[config.mk]
export PLATFORM = sky130hd
export DESIGN_NAME = sdp_cmd_decoder
export DESIGN_NICKNAME = d
export VERILOG_FILES = /design/src/rtl/sdp_pkg.sv /design/src/rtl/sdp_bus_capture.sv /design/src/rtl/sdp_seq_fsm.sv /design/src/rtl/sdp_cmd_decoder.sv
export SDC_FILE = /design/constraint.sdc
export NUM_CORES = 1
export LEC_CHECK = 0
export ABC_AREA = 0
export BUFFER_PORTS_ARGS = -buffer_cell sky130_fd_sc_hd__buf_2
export CORE_MARGIN = 2
export CORE_UTILIZATION = 38
export DETAILED_ROUTE_END_ITERATION = 16
export REMOVE_ABC_BUFFERS = 1
export SLEW_MARGIN = 15
export SYNTH_ARGS = -nofsm -noshare
export SYNTH_HDL_FRONTEND = slang
export SYNTH_SLANG_ARGS = --single-unit
[constraint.sdc]
create_clock -name clk -period 2.65 [get_ports clk]
set_input_delay 0.53 -clock clk [delete_from_list [all_inputs] [get_ports clk]]
set_output_delay 0.53 -clock clk [all_outputs]
set_load 0.05 [all_outputs]
[src/rtl/sdp_pkg.sv]
package sdp_pkg;
  typedef enum logic [1:0] {
    OP_PROG   = 2'd0,
    OP_CHIP   = 2'd1,
    OP_BLOCK  = 2'd2,
    OP_SECTOR = 2'd3
  } sdp_op_e;

  typedef enum logic [2:0] {
    ST_IDLE,
    ST_UNL1,
    ST_UNL2,
    ST_PGM,
    ST_ERS1,
    ST_ERS2,
    ST_ERS3
  } sdp_st_e;
endpackage

[src/rtl/sdp_bus_capture.sv]
module sdp_bus_capture #(
  parameter int AW      = 20,
  parameter int DW      = 16,
  parameter int MIN_LOW = 3
) (
  input  logic          clk,
  input  logic          rst,
  input  logic          ce_n,
  input  logic          we_n,
  input  logic          oe_n,
  input  logic [AW-1:0] addr,
  input  logic [DW-1:0] data,
  output logic          cyc_stb,
  output logic [AW-1:0] cyc_addr,
  output logic [DW-1:0] cyc_data
);
  localparam int CW = $clog2(MIN_LOW + 1) + 1;

  logic          act_q, act_d;
  logic [AW-1:0] addr_q;
  logic [DW-1:0] data_q;
  logic [CW-1:0] low_cnt;

  always_ff @(posedge clk) begin
    if (rst) begin
      act_q    <= 1'b0;
      act_d    <= 1'b0;
      addr_q   <= '0;
      data_q   <= '0;
      low_cnt  <= '0;
      cyc_stb  <= 1'b0;
      cyc_addr <= '0;
      cyc_data <= '0;
    end else begin
      act_q   <= !ce_n && !we_n && oe_n;
      addr_q  <= addr;
      data_q  <= data;
      act_d   <= act_q;
      cyc_stb <= 1'b0;
      if (act_q && !act_d) begin
        // later of the two strobes has fallen: take the address
        cyc_addr <= addr_q;
        cyc_data <= data_q;
        low_cnt  <= CW'(1);
      end else if (act_q) begin
        // data follows the bus until the earlier strobe rises
        cyc_data <= data_q;
        if (low_cnt != {CW{1'b1}}) low_cnt <= low_cnt + CW'(1);
      end else if (act_d) begin
        cyc_stb <= (low_cnt >= CW'(MIN_LOW));
      end
    end
  end
endmodule

[src/rtl/sdp_seq_fsm.sv]
module sdp_seq_fsm
  import sdp_pkg::*;
#(
  parameter int                AW      = 20,
  parameter int                DW      = 16,
  parameter int                BANK_W  = 2,
  parameter int                CMP_W   = 15,
  parameter logic [CMP_W-1:0]  ADDR_A  = 15'h5555,
  parameter logic [CMP_W-1:0]  ADDR_B  = 15'h2AAA,
  parameter logic [7:0]        C_UNL1  = 8'hAA,
  parameter logic [7:0]        C_UNL2  = 8'h55,
  parameter logic [7:0]        C_PGM   = 8'hA0,
  parameter logic [7:0]        C_ERS   = 8'h80,
  parameter logic [7:0]        C_CHIP  = 8'h10,
  parameter logic [7:0]        C_BLK   = 8'h50,
  parameter logic [7:0]        C_SEC   = 8'h30,
  parameter logic [7:0]        C_ID    = 8'h90,
  parameter logic [7:0]        C_VFY   = 8'h60,
  parameter logic [7:0]        C_EXIT  = 8'hF0
) (
  input  logic              clk,
  input  logic              rst,
  input  logic              busy,
  input  logic              cyc_stb,
  input  logic [AW-1:0]     cyc_addr,
  input  logic [DW-1:0]     cyc_data,
  output logic              cmd_valid,
  output sdp_op_e           cmd_op,
  output logic [AW-1:0]     cmd_addr,
  output logic [DW-1:0]     cmd_data,
  output logic              id_mode,
  output logic              verify_mode,
  output logic              seq_active,
  output logic [BANK_W-1:0] seq_bank
);
  sdp_st_e           st, nxt;
  logic [BANK_W-1:0] bank_r, bank_n;
  logic              id_n, vf_n, go;
  sdp_op_e           op_n;

  logic [CMP_W-1:0]  lo;
  logic [7:0]        code;
  logic [BANK_W-1:0] bnk;
  logic              same, at_a, at_b;

  assign lo   = cyc_addr[CMP_W-1:0];
  assign code = cyc_data[7:0];
  assign bnk  = cyc_addr[AW-1 -: BANK_W];
  assign same = (bnk == bank_r);
  assign at_a = (lo == ADDR_A);
  assign at_b = (lo == ADDR_B);

  always_comb begin
    nxt    = st;
    bank_n = bank_r;
    id_n   = id_mode;
    vf_n   = verify_mode;
    go     = 1'b0;
    op_n   = OP_PROG;
    if (cyc_stb && !busy) begin
      nxt = ST_IDLE;
      unique case (st)
        ST_IDLE: if (at_a && code == C_UNL1) begin
          nxt    = ST_UNL1;
          bank_n = bnk;
        end
        ST_UNL1: if (same && at_b && code == C_UNL2) nxt = ST_UNL2;
        ST_UNL2: if (same && at_a) begin
          if (code == C_EXIT) begin
            id_n = 1'b0;
            vf_n = 1'b0;
          end else if (!id_mode) begin
            if (code == C_PGM)      nxt  = ST_PGM;
            else if (code == C_ERS) nxt  = ST_ERS1;
            else if (code == C_ID)  id_n = 1'b1;
            else if (code == C_VFY) vf_n = 1'b1;
          end
        end
        ST_PGM: if (same) begin
          go   = 1'b1;
          op_n = OP_PROG;
        end
        ST_ERS1: if (same && at_a && code == C_UNL1) nxt = ST_ERS2;
        ST_ERS2: if (same && at_b && code == C_UNL2) nxt = ST_ERS3;
        ST_ERS3: if (same) begin
          if (at_a && code == C_CHIP) begin
            go = 1'b1; op_n = OP_CHIP;
          end else if (code == C_BLK) begin
            go = 1'b1; op_n = OP_BLOCK;
          end else if (code == C_SEC) begin
            go = 1'b1; op_n = OP_SECTOR;
          end
        end
        default: nxt = ST_IDLE;
      endcase
    end
  end

  always_ff @(posedge clk) begin
    if (rst) begin
      st          <= ST_IDLE;
      bank_r      <= '0;
      id_mode     <= 1'b0;
      verify_mode <= 1'b0;
      cmd_valid   <= 1'b0;
      cmd_op      <= OP_PROG;
      cmd_addr    <= '0;
      cmd_data    <= '0;
      seq_active  <= 1'b0;
      seq_bank    <= '0;
    end else begin
      st          <= nxt;
      bank_r      <= bank_n;
      id_mode     <= id_n;
      verify_mode <= vf_n;
      cmd_valid   <= go;
      seq_active  <= (nxt != ST_IDLE);
      seq_bank    <= bank_n;
      if (go) begin
        cmd_op   <= op_n;
        cmd_addr <= cyc_addr;
        cmd_data <= cyc_data;
      end
    end
  end
endmodule

[src/rtl/sdp_cmd_decoder.sv]
module sdp_cmd_decoder #(
  parameter int               AW      = 20,
  parameter int               DW      = 16,
  parameter int               BANK_W  = 2,
  parameter int               CMP_W   = 15,
  parameter int               MIN_LOW = 3,
  parameter logic [CMP_W-1:0] ADDR_A  = 15'h5555,
  parameter logic [CMP_W-1:0] ADDR_B  = 15'h2AAA,
  parameter logic [7:0]       C_UNL1  = 8'hAA,
  parameter logic [7:0]       C_UNL2  = 8'h55,
  parameter logic [7:0]       C_PGM   = 8'hA0,
  parameter logic [7:0]       C_ERS   = 8'h80,
  parameter logic [7:0]       C_CHIP  = 8'h10,
  parameter logic [7:0]       C_BLK   = 8'h50,
  parameter logic [7:0]       C_SEC   = 8'h30,
  parameter logic [7:0]       C_ID    = 8'h90,
  parameter logic [7:0]       C_VFY   = 8'h60,
  parameter logic [7:0]       C_EXIT  = 8'hF0
) (
  input  logic              clk,
  input  logic              rst,
  input  logic              ce_n,
  input  logic              we_n,
  input  logic              oe_n,
  input  logic              busy,
  input  logic [AW-1:0]     addr,
  input  logic [DW-1:0]     data,
  output logic              cmd_valid,
  output logic [1:0]        cmd_op,
  output logic [AW-1:0]     cmd_addr,
  output logic [DW-1:0]     cmd_data,
  output logic              id_mode,
  output logic              verify_mode,
  output logic              seq_active,
  output logic [BANK_W-1:0] seq_bank
);
  import sdp_pkg::*;

  logic          cyc_stb;
  logic [AW-1:0] cyc_addr;
  logic [DW-1:0] cyc_data;
  sdp_op_e       op_e;

  sdp_bus_capture #(.AW(AW), .DW(DW), .MIN_LOW(MIN_LOW)) u_cap (
    .clk(clk), .rst(rst), .ce_n(ce_n), .we_n(we_n), .oe_n(oe_n),
    .addr(addr), .data(data),
    .cyc_stb(cyc_stb), .cyc_addr(cyc_addr), .cyc_data(cyc_data)
  );

  sdp_seq_fsm #(
    .AW(AW), .DW(DW), .BANK_W(BANK_W), .CMP_W(CMP_W),
    .ADDR_A(ADDR_A), .ADDR_B(ADDR_B),
    .C_UNL1(C_UNL1), .C_UNL2(C_UNL2), .C_PGM(C_PGM), .C_ERS(C_ERS),
    .C_CHIP(C_CHIP), .C_BLK(C_BLK), .C_SEC(C_SEC),
    .C_ID(C_ID), .C_VFY(C_VFY), .C_EXIT(C_EXIT)
  ) u_fsm (
    .clk(clk), .rst(rst), .busy(busy),
    .cyc_stb(cyc_stb), .cyc_addr(cyc_addr), .cyc_data(cyc_data),
    .cmd_valid(cmd_valid), .cmd_op(op_e), .cmd_addr(cmd_addr),
    .cmd_data(cmd_data), .id_mode(id_mode), .verify_mode(verify_mode),
    .seq_active(seq_active), .seq_bank(seq_bank)
  );

  assign cmd_op = op_e;
endmodule

==> report_table.html <==
<table>
<tr><th>Metric</th><th>Value</th></tr>
<tr><th colspan="2">Place</th></tr>
<tr><td>I/O Buffers</td><td>85</td></tr>
<tr><td>Post-Place Worst Slack</td><td>about 0.23 ns</td></tr>
<tr><td>Post-detail-place hpwl</td><td>slightly above 7000 µm</td></tr>
<tr><td>Instance area after placement</td><td>~0.0053 mm²</td></tr>
<tr><td>GP Congestion</td><td>between 0.8 and 0.9</td></tr>
<tr><th colspan="2">GRT</th></tr>
<tr><td>Global-route met3 utilization</td><td>4.86%</td></tr>
<tr><td>Pin count of the biggest net entering global routing</td><td>42</td></tr>
<tr><td>Most Used Layer, Global Route</td><td>met2</td></tr>
<tr><td>Met1 Usage GRT</td><td>roughly a fifth</td></tr>
<tr><td>Overall Global Routing Usage</td><td>16.0%</td></tr>
<tr><td>Total congestion overflow after global routing</td><td>0</td></tr>
<tr><td>Initial antenna violation count</td><td>0</td></tr>
<tr><td>Met2 Resource Use GR</td><td>about a quarter</td></tr>
<tr><td>Number of global-route vias before repair</td><td>3,449</td></tr>
<tr><td>Global-route wire length before repair</td><td>approximately 17,000 µm</td></tr>
<tr><th colspan="2">Synth</th></tr>
<tr><td>Adder and majority gate portion of the synthesized area</td><td>less than 1%</td></tr>
<tr><td>Simple-gate area share of the yosys netlist</td><td>approximately a quarter</td></tr>
<tr><td>Share of the synthesized netlist area taken by xor and xnor gates</td><td>less than 1%</td></tr>
<tr><td>Top cell type by total area after synthesis</td><td>sky130_fd_sc_hd__dfxtp_1</td></tr>
<tr><td>Flip-flop and latch count after synthesis</td><td>125</td></tr>
<tr><td>Async set-reset flop share out of synthesis</td><td>0%</td></tr>
<tr><td>Post-synthesis instance area</td><td>0.00473 mm²</td></tr>
<tr><td>Share of cell area taken by muxes after synthesis</td><td>around an eighth</td></tr>
<tr><td>Most instantiated flip-flop cell in the synthesis netlist</td><td>sky130_fd_sc_hd__dfxtp_1</td></tr>
<tr><td>Largest family of logic cells by synthesized area</td><td>simple AND/OR/NAND/NOR gates</td></tr>
<tr><td>Post-synthesis instance total</td><td>between 500 and 600</td></tr>
<tr><td>Dominant cells by area after synthesis</td><td>sky130_fd_sc_hd__dfxtp_1 53%, sky130_fd_sc_hd__mux2i_1 12%, sky130_fd_sc_hd__nand2_1 10%</td></tr>
<tr><td>Share of synthesized area occupied by flip-flops and latches</td><td>52.9%</td></tr>
<tr><td>Avg Synthesized Cell Area</td><td>9.33 µm²</td></tr>
<tr><td>Number of flops mapped to enable cells by yosys</td><td>0</td></tr>
<tr><td>Synth cell count leaders</td><td>128 x sky130_fd_sc_hd__nand2_1, 125 x sky130_fd_sc_hd__dfxtp_1, 55 x sky130_fd_sc_hd__mux2i_1, 42 x sky130_fd_sc_hd__nor2b_1</td></tr>
<tr><td>Most common cell in the synthesized netlist</td><td>sky130_fd_sc_hd__nand2_1</td></tr>
<tr><td>Share of Yosys cell area claimed by the top area cell type</td><td>52.9%</td></tr>
<tr><td>Yosys warnings</td><td>0</td></tr>
<tr><td>Area fraction in compound gates after synthesis</td><td>around 5.5%</td></tr>
<tr><td>Number of distinct library cells after synthesis</td><td>44</td></tr>
<tr><th colspan="2">CTS</th></tr>
<tr><td>Sinks on the clock net</td><td>approximately 130</td></tr>
<tr><td>Number of buffers inserted by hold repair at cts</td><td>0</td></tr>
<tr><td>TritonCTS clock tree</td><td>yes</td></tr>
<tr><td>Library cell used as clock root buffer</td><td>sky130_fd_sc_hd__clkbuf_16</td></tr>
<tr><td>Number of buffers inserted during clock tree synthesis</td><td>17</td></tr>
<tr><td>Clock Latency Late Sink</td><td>between 0.4 and 0.5 ns</td></tr>
<tr><td>Number of H-tree branching levels</td><td>4</td></tr>
<tr><td>Post CTS Setup Buffer Count</td><td>0</td></tr>
<tr><td>Maximum clock path buffer count</td><td>2</td></tr>
<tr><td>Clock slew seen by the registers of the worst setup and hold paths</td><td>0.05 ns</td></tr>
<tr><td>Post-cts resize count</td><td>0</td></tr>
<tr><th colspan="2">Layout</th></tr>
<tr><td>Fin nets</td><td>636</td></tr>
<tr><td>Proportion of layout cells with a drive suffix above 1</td><td>21.6%</td></tr>
<tr><td>Final Instance Area</td><td>0.00594 mm²</td></tr>
<tr><td>Filler Cell Count</td><td>1,145</td></tr>
<tr><td>Area growth from synthesis to layout</td><td>25.7%</td></tr>
<tr><td>Antenna cell count</td><td>0</td></tr>
<tr><th colspan="2">Worst setup path</th></tr>
<tr><td>CP Launch Type</td><td>register</td></tr>
<tr><td>R2r setup slk</td><td>~0.25 ns</td></tr>
<tr><td>Kind of critical path</td><td>reg2reg</td></tr>
<tr><td>Data arrival, critical path</td><td>2.73 ns</td></tr>
<tr><td>Data required time at the worst endpoint</td><td>2.98 ns</td></tr>
<tr><td>Start of the worst register-to-register path</td><td>u_cap.cyc_addr[8]</td></tr>
<tr><td>Max Fanout on Critical Path</td><td>17</td></tr>
<tr><td>Cell breakdown of the critical path</td><td>nor4bb_1 -&gt; nand4_1 -&gt; or4_1 -&gt; a21oi_4 -&gt; buf_4 -&gt; mux2i_1</td></tr>
<tr><td>Capturing point of the worst reg2reg path</td><td>u_fsm.cmd_addr[6]</td></tr>
<tr><td>Critical Path End Type</td><td>register</td></tr>
<tr><td>Worst r2r path cells</td><td>6</td></tr>
<tr><td>Worst path slowest cell</td><td>sky130_fd_sc_hd__or4_1</td></tr>
<tr><td>Longest individual stage delay on the worst path</td><td>between 0.5 and 0.6 ns</td></tr>
<tr><th colspan="2">Routing</th></tr>
<tr><td>Routed WL</td><td>10,300 µm</td></tr>
<tr><td>Total via count in the routed design</td><td>3,625</td></tr>
<tr><td>Post-DRT Antenna Nets</td><td>0</td></tr>
<tr><td>Drt first-iter violations</td><td>about 190</td></tr>
<tr><td>WL/cell</td><td>13.4 µm</td></tr>
<tr><td>Drt via density</td><td>between 4 and 5</td></tr>
<tr><td>TritonRoute pass-1 iters</td><td>4</td></tr>
<tr><td>Residual DRC</td><td>0</td></tr>
<tr><th colspan="2">STA</th></tr>
<tr><td>Final worst-path setup slack</td><td>between 0.2 and 0.3 ns</td></tr>
<tr><td>Final critical path time including I/O delays and setup</td><td>between 2 and 2.5 ns</td></tr>
<tr><td>Pin slew with the least headroom to its limit</td><td>approximately 0.8 ns</td></tr>
<tr><td>Post-route fraction of the period consumed by the critical path</td><td>between 90% and 100%</td></tr>
<tr><td>Setup repair after global routing missed its margin</td><td>no</td></tr>
<tr><td>Number of failing hold endpoints at the final stage</td><td>0</td></tr>
<tr><td>Setup TNS</td><td>0 ns</td></tr>
<tr><td>Final setup skew</td><td>~0.011 ns</td></tr>
<tr><td>Maximum achievable frequency</td><td>0.417 GHz</td></tr>
<tr><td>Final hold slack</td><td>between 0.2 and 0.3 ns</td></tr>
<tr><td>Number of slew-limit violations in the final report</td><td>0</td></tr>
<tr><td>Slew margin rel.</td><td>between 40% and 50%</td></tr>
<tr><td>Setup-violating endpoint count in the final report</td><td>0</td></tr>
<tr><th colspan="2">Run status</th></tr>
<tr><td>Status</td><td>completed</td></tr>
<tr><th colspan="2">Floorplan</th></tr>
<tr><td>I/O Pins</td><td>between 80 and 90</td></tr>
<tr><td>Overall die width</td><td>116 µm</td></tr>
<tr><td>Number of rows created at floorplan</td><td>40</td></tr>
<tr><td>Die Outline Area</td><td>0.0134 mm²</td></tr>
<tr><td>Core Box Area</td><td>0.0121 mm²</td></tr>
<tr><td>Vertical extent of the die</td><td>approximately 120 µm</td></tr>
<tr><td>Initial Utilization</td><td>39.2%</td></tr>
<tr><th colspan="2">Hold path</th></tr>
<tr><td>Hold EP</td><td>u_cap.act_q</td></tr>
<tr><td>Origin of the worst min-delay path</td><td>ce_n</td></tr>
<tr><td>Class of the worst hold path</td><td>in2reg</td></tr>
<tr><td>Number of cells on the worst hold path</td><td>2</td></tr>
<tr><th colspan="2">Power and ir drop</th></tr>
<tr><td>Max IR drop VDD</td><td>0.416 mV</td></tr>
<tr><td>Leakage power figure</td><td>approximately 2.3 nW</td></tr>
<tr><td>Power density over cell area</td><td>around 750 mW/mm²</td></tr>
<tr><th colspan="2">Job</th></tr>
<tr><td>Max-capacitance violation count</td><td>0</td></tr>
</table>
worst max-delay path: cells and delay by family, from the launching register on:
family / cells / cell delay [ns]
AOI/OAI and AO/OA: 1 / 0.20
buffers and inverters: 1 / 0.33
DFF: 1 / 0.37
muxes: 1 / 0.24
and+or+nand+nor: 3 / 1.19
worst max path at each step:
stage	from	slack, ns	cells past startpoint	endpoint
finish	u_cap.cyc_addr[8]	0.25	6	u_fsm.cmd_addr[6]
global route	u_cap.cyc_addr[8]	0.13	6	u_fsm.cmd_addr[7]
CTS	u_cap.cyc_addr[12]	0.25	6	u_fsm.cmd_addr[6]
detailed placement	busy	0.23	7	u_fsm.cmd_addr[6]
global placement	busy	0.30	7	u_fsm.cmd_addr[10]
floorplan	busy	-0.58	5	u_fsm.cmd_addr[0]
cell families (layout without fill, tap and decap cells):
group / count (synthesis) / count (layout)
AO/OA/AOI/OAI: 41 / 41
XOR/XNOR: 3 / 3
AND/OR/NAND/NOR: 241 / 241
flip-flops: 125 / 125
buffers and inverters: 38 / 133
multiplexers: 56 / 56
adder cells (fa/ha/maj): 3 / 3
area by class of cell:
class / count / area (µm²) / share of cell area [%]
multi-input cells: 344 / 2070 / 34.8
clock buffers: 24 / 492 / 8.27
inverters: 6 / 22.5 / 0.379
well taps: 168 / 210 / 3.54
flip-flops and latches: 125 / 2500 / 42.1
repair buffers: 97 / 515 / 8.67
clock inverters: 6 / 133 / 2.23
stage by stage:
| stage | instances | util [%] | total power, mW |
|---|---|---|---|
| 4_1_cts | 770 | 49.3 | 4.54 |
| 5_1_grt | 770 | 49.3 | 4.64 |
| 2_1_floorplan | 475 | - | 2.03 |
| 3_3_place_gp | 740 | 44.1 | 2.10 |
| 3_5_place_dp | 740 | 44.1 | 2.10 |
| 6_report | 770 | 49.3 | 4.48 |
registers in the layout, summed over array words and instances, names as in the netlist, 2 cells and up:
signal and count:
u_fsm.cmd_addr 20, u_fsm.seq_bank 2, u_cap.low_cnt 3, u_cap.cyc_addr 20, u_cap.data_q 16, u_fsm.cmd_data 16
u_cap.addr_q 20, u_cap.cyc_data 16, u_fsm.st 3, u_fsm.cmd_op 2
cell usage in the layout (no fill, tap or decap), types with 4 or more instances in the layout:
cell type                   Yosys  routed
sky130_fd_sc_hd__clkbuf_8       0       4
sky130_fd_sc_hd__nor2_1        27      27
sky130_fd_sc_hd__nand4_1        8       8
sky130_fd_sc_hd__bufinv_16      0       4
sky130_fd_sc_hd__buf_2          0      85
sky130_fd_sc_hd__nand2_1      128     128
sky130_fd_sc_hd__nor3_1         4       4
sky130_fd_sc_hd__a21oi_1       22      22
sky130_fd_sc_hd__nor2b_1       42      42
sky130_fd_sc_hd__inv_1          5       5
sky130_fd_sc_hd__dfxtp_1      125     125
sky130_fd_sc_hd__buf_4          2      12
sky130_fd_sc_hd__mux2i_1       55      55
sky130_fd_sc_hd__nor4b_1        5       5
sky130_fd_sc_hd__nor4bb_1       6       6
sky130_fd_sc_hd__clkbuf_16      0      17
sky130_fd_sc_hd__a211oi_1       4       4
power by group:
part           total [mW]  switching, mW  internal [mW]
Combinational       0.125         0.0697         0.0553
Clock                2.42          0.761           1.66
Sequential           1.94         0.0169           1.92
Total                4.48          0.848           3.64
per-layer routing:
layer  part of all wire [%]  vias to the layer above  wire, µm
li1                       -                     1860         -
met1                     46                     1656      4750
met2                     47                       94      4900
met3                    4.8                       15       498
met4                    1.6                        0       167
met5                      0                        -         0
Note: power is estimated with default switching activity, not from simulation.
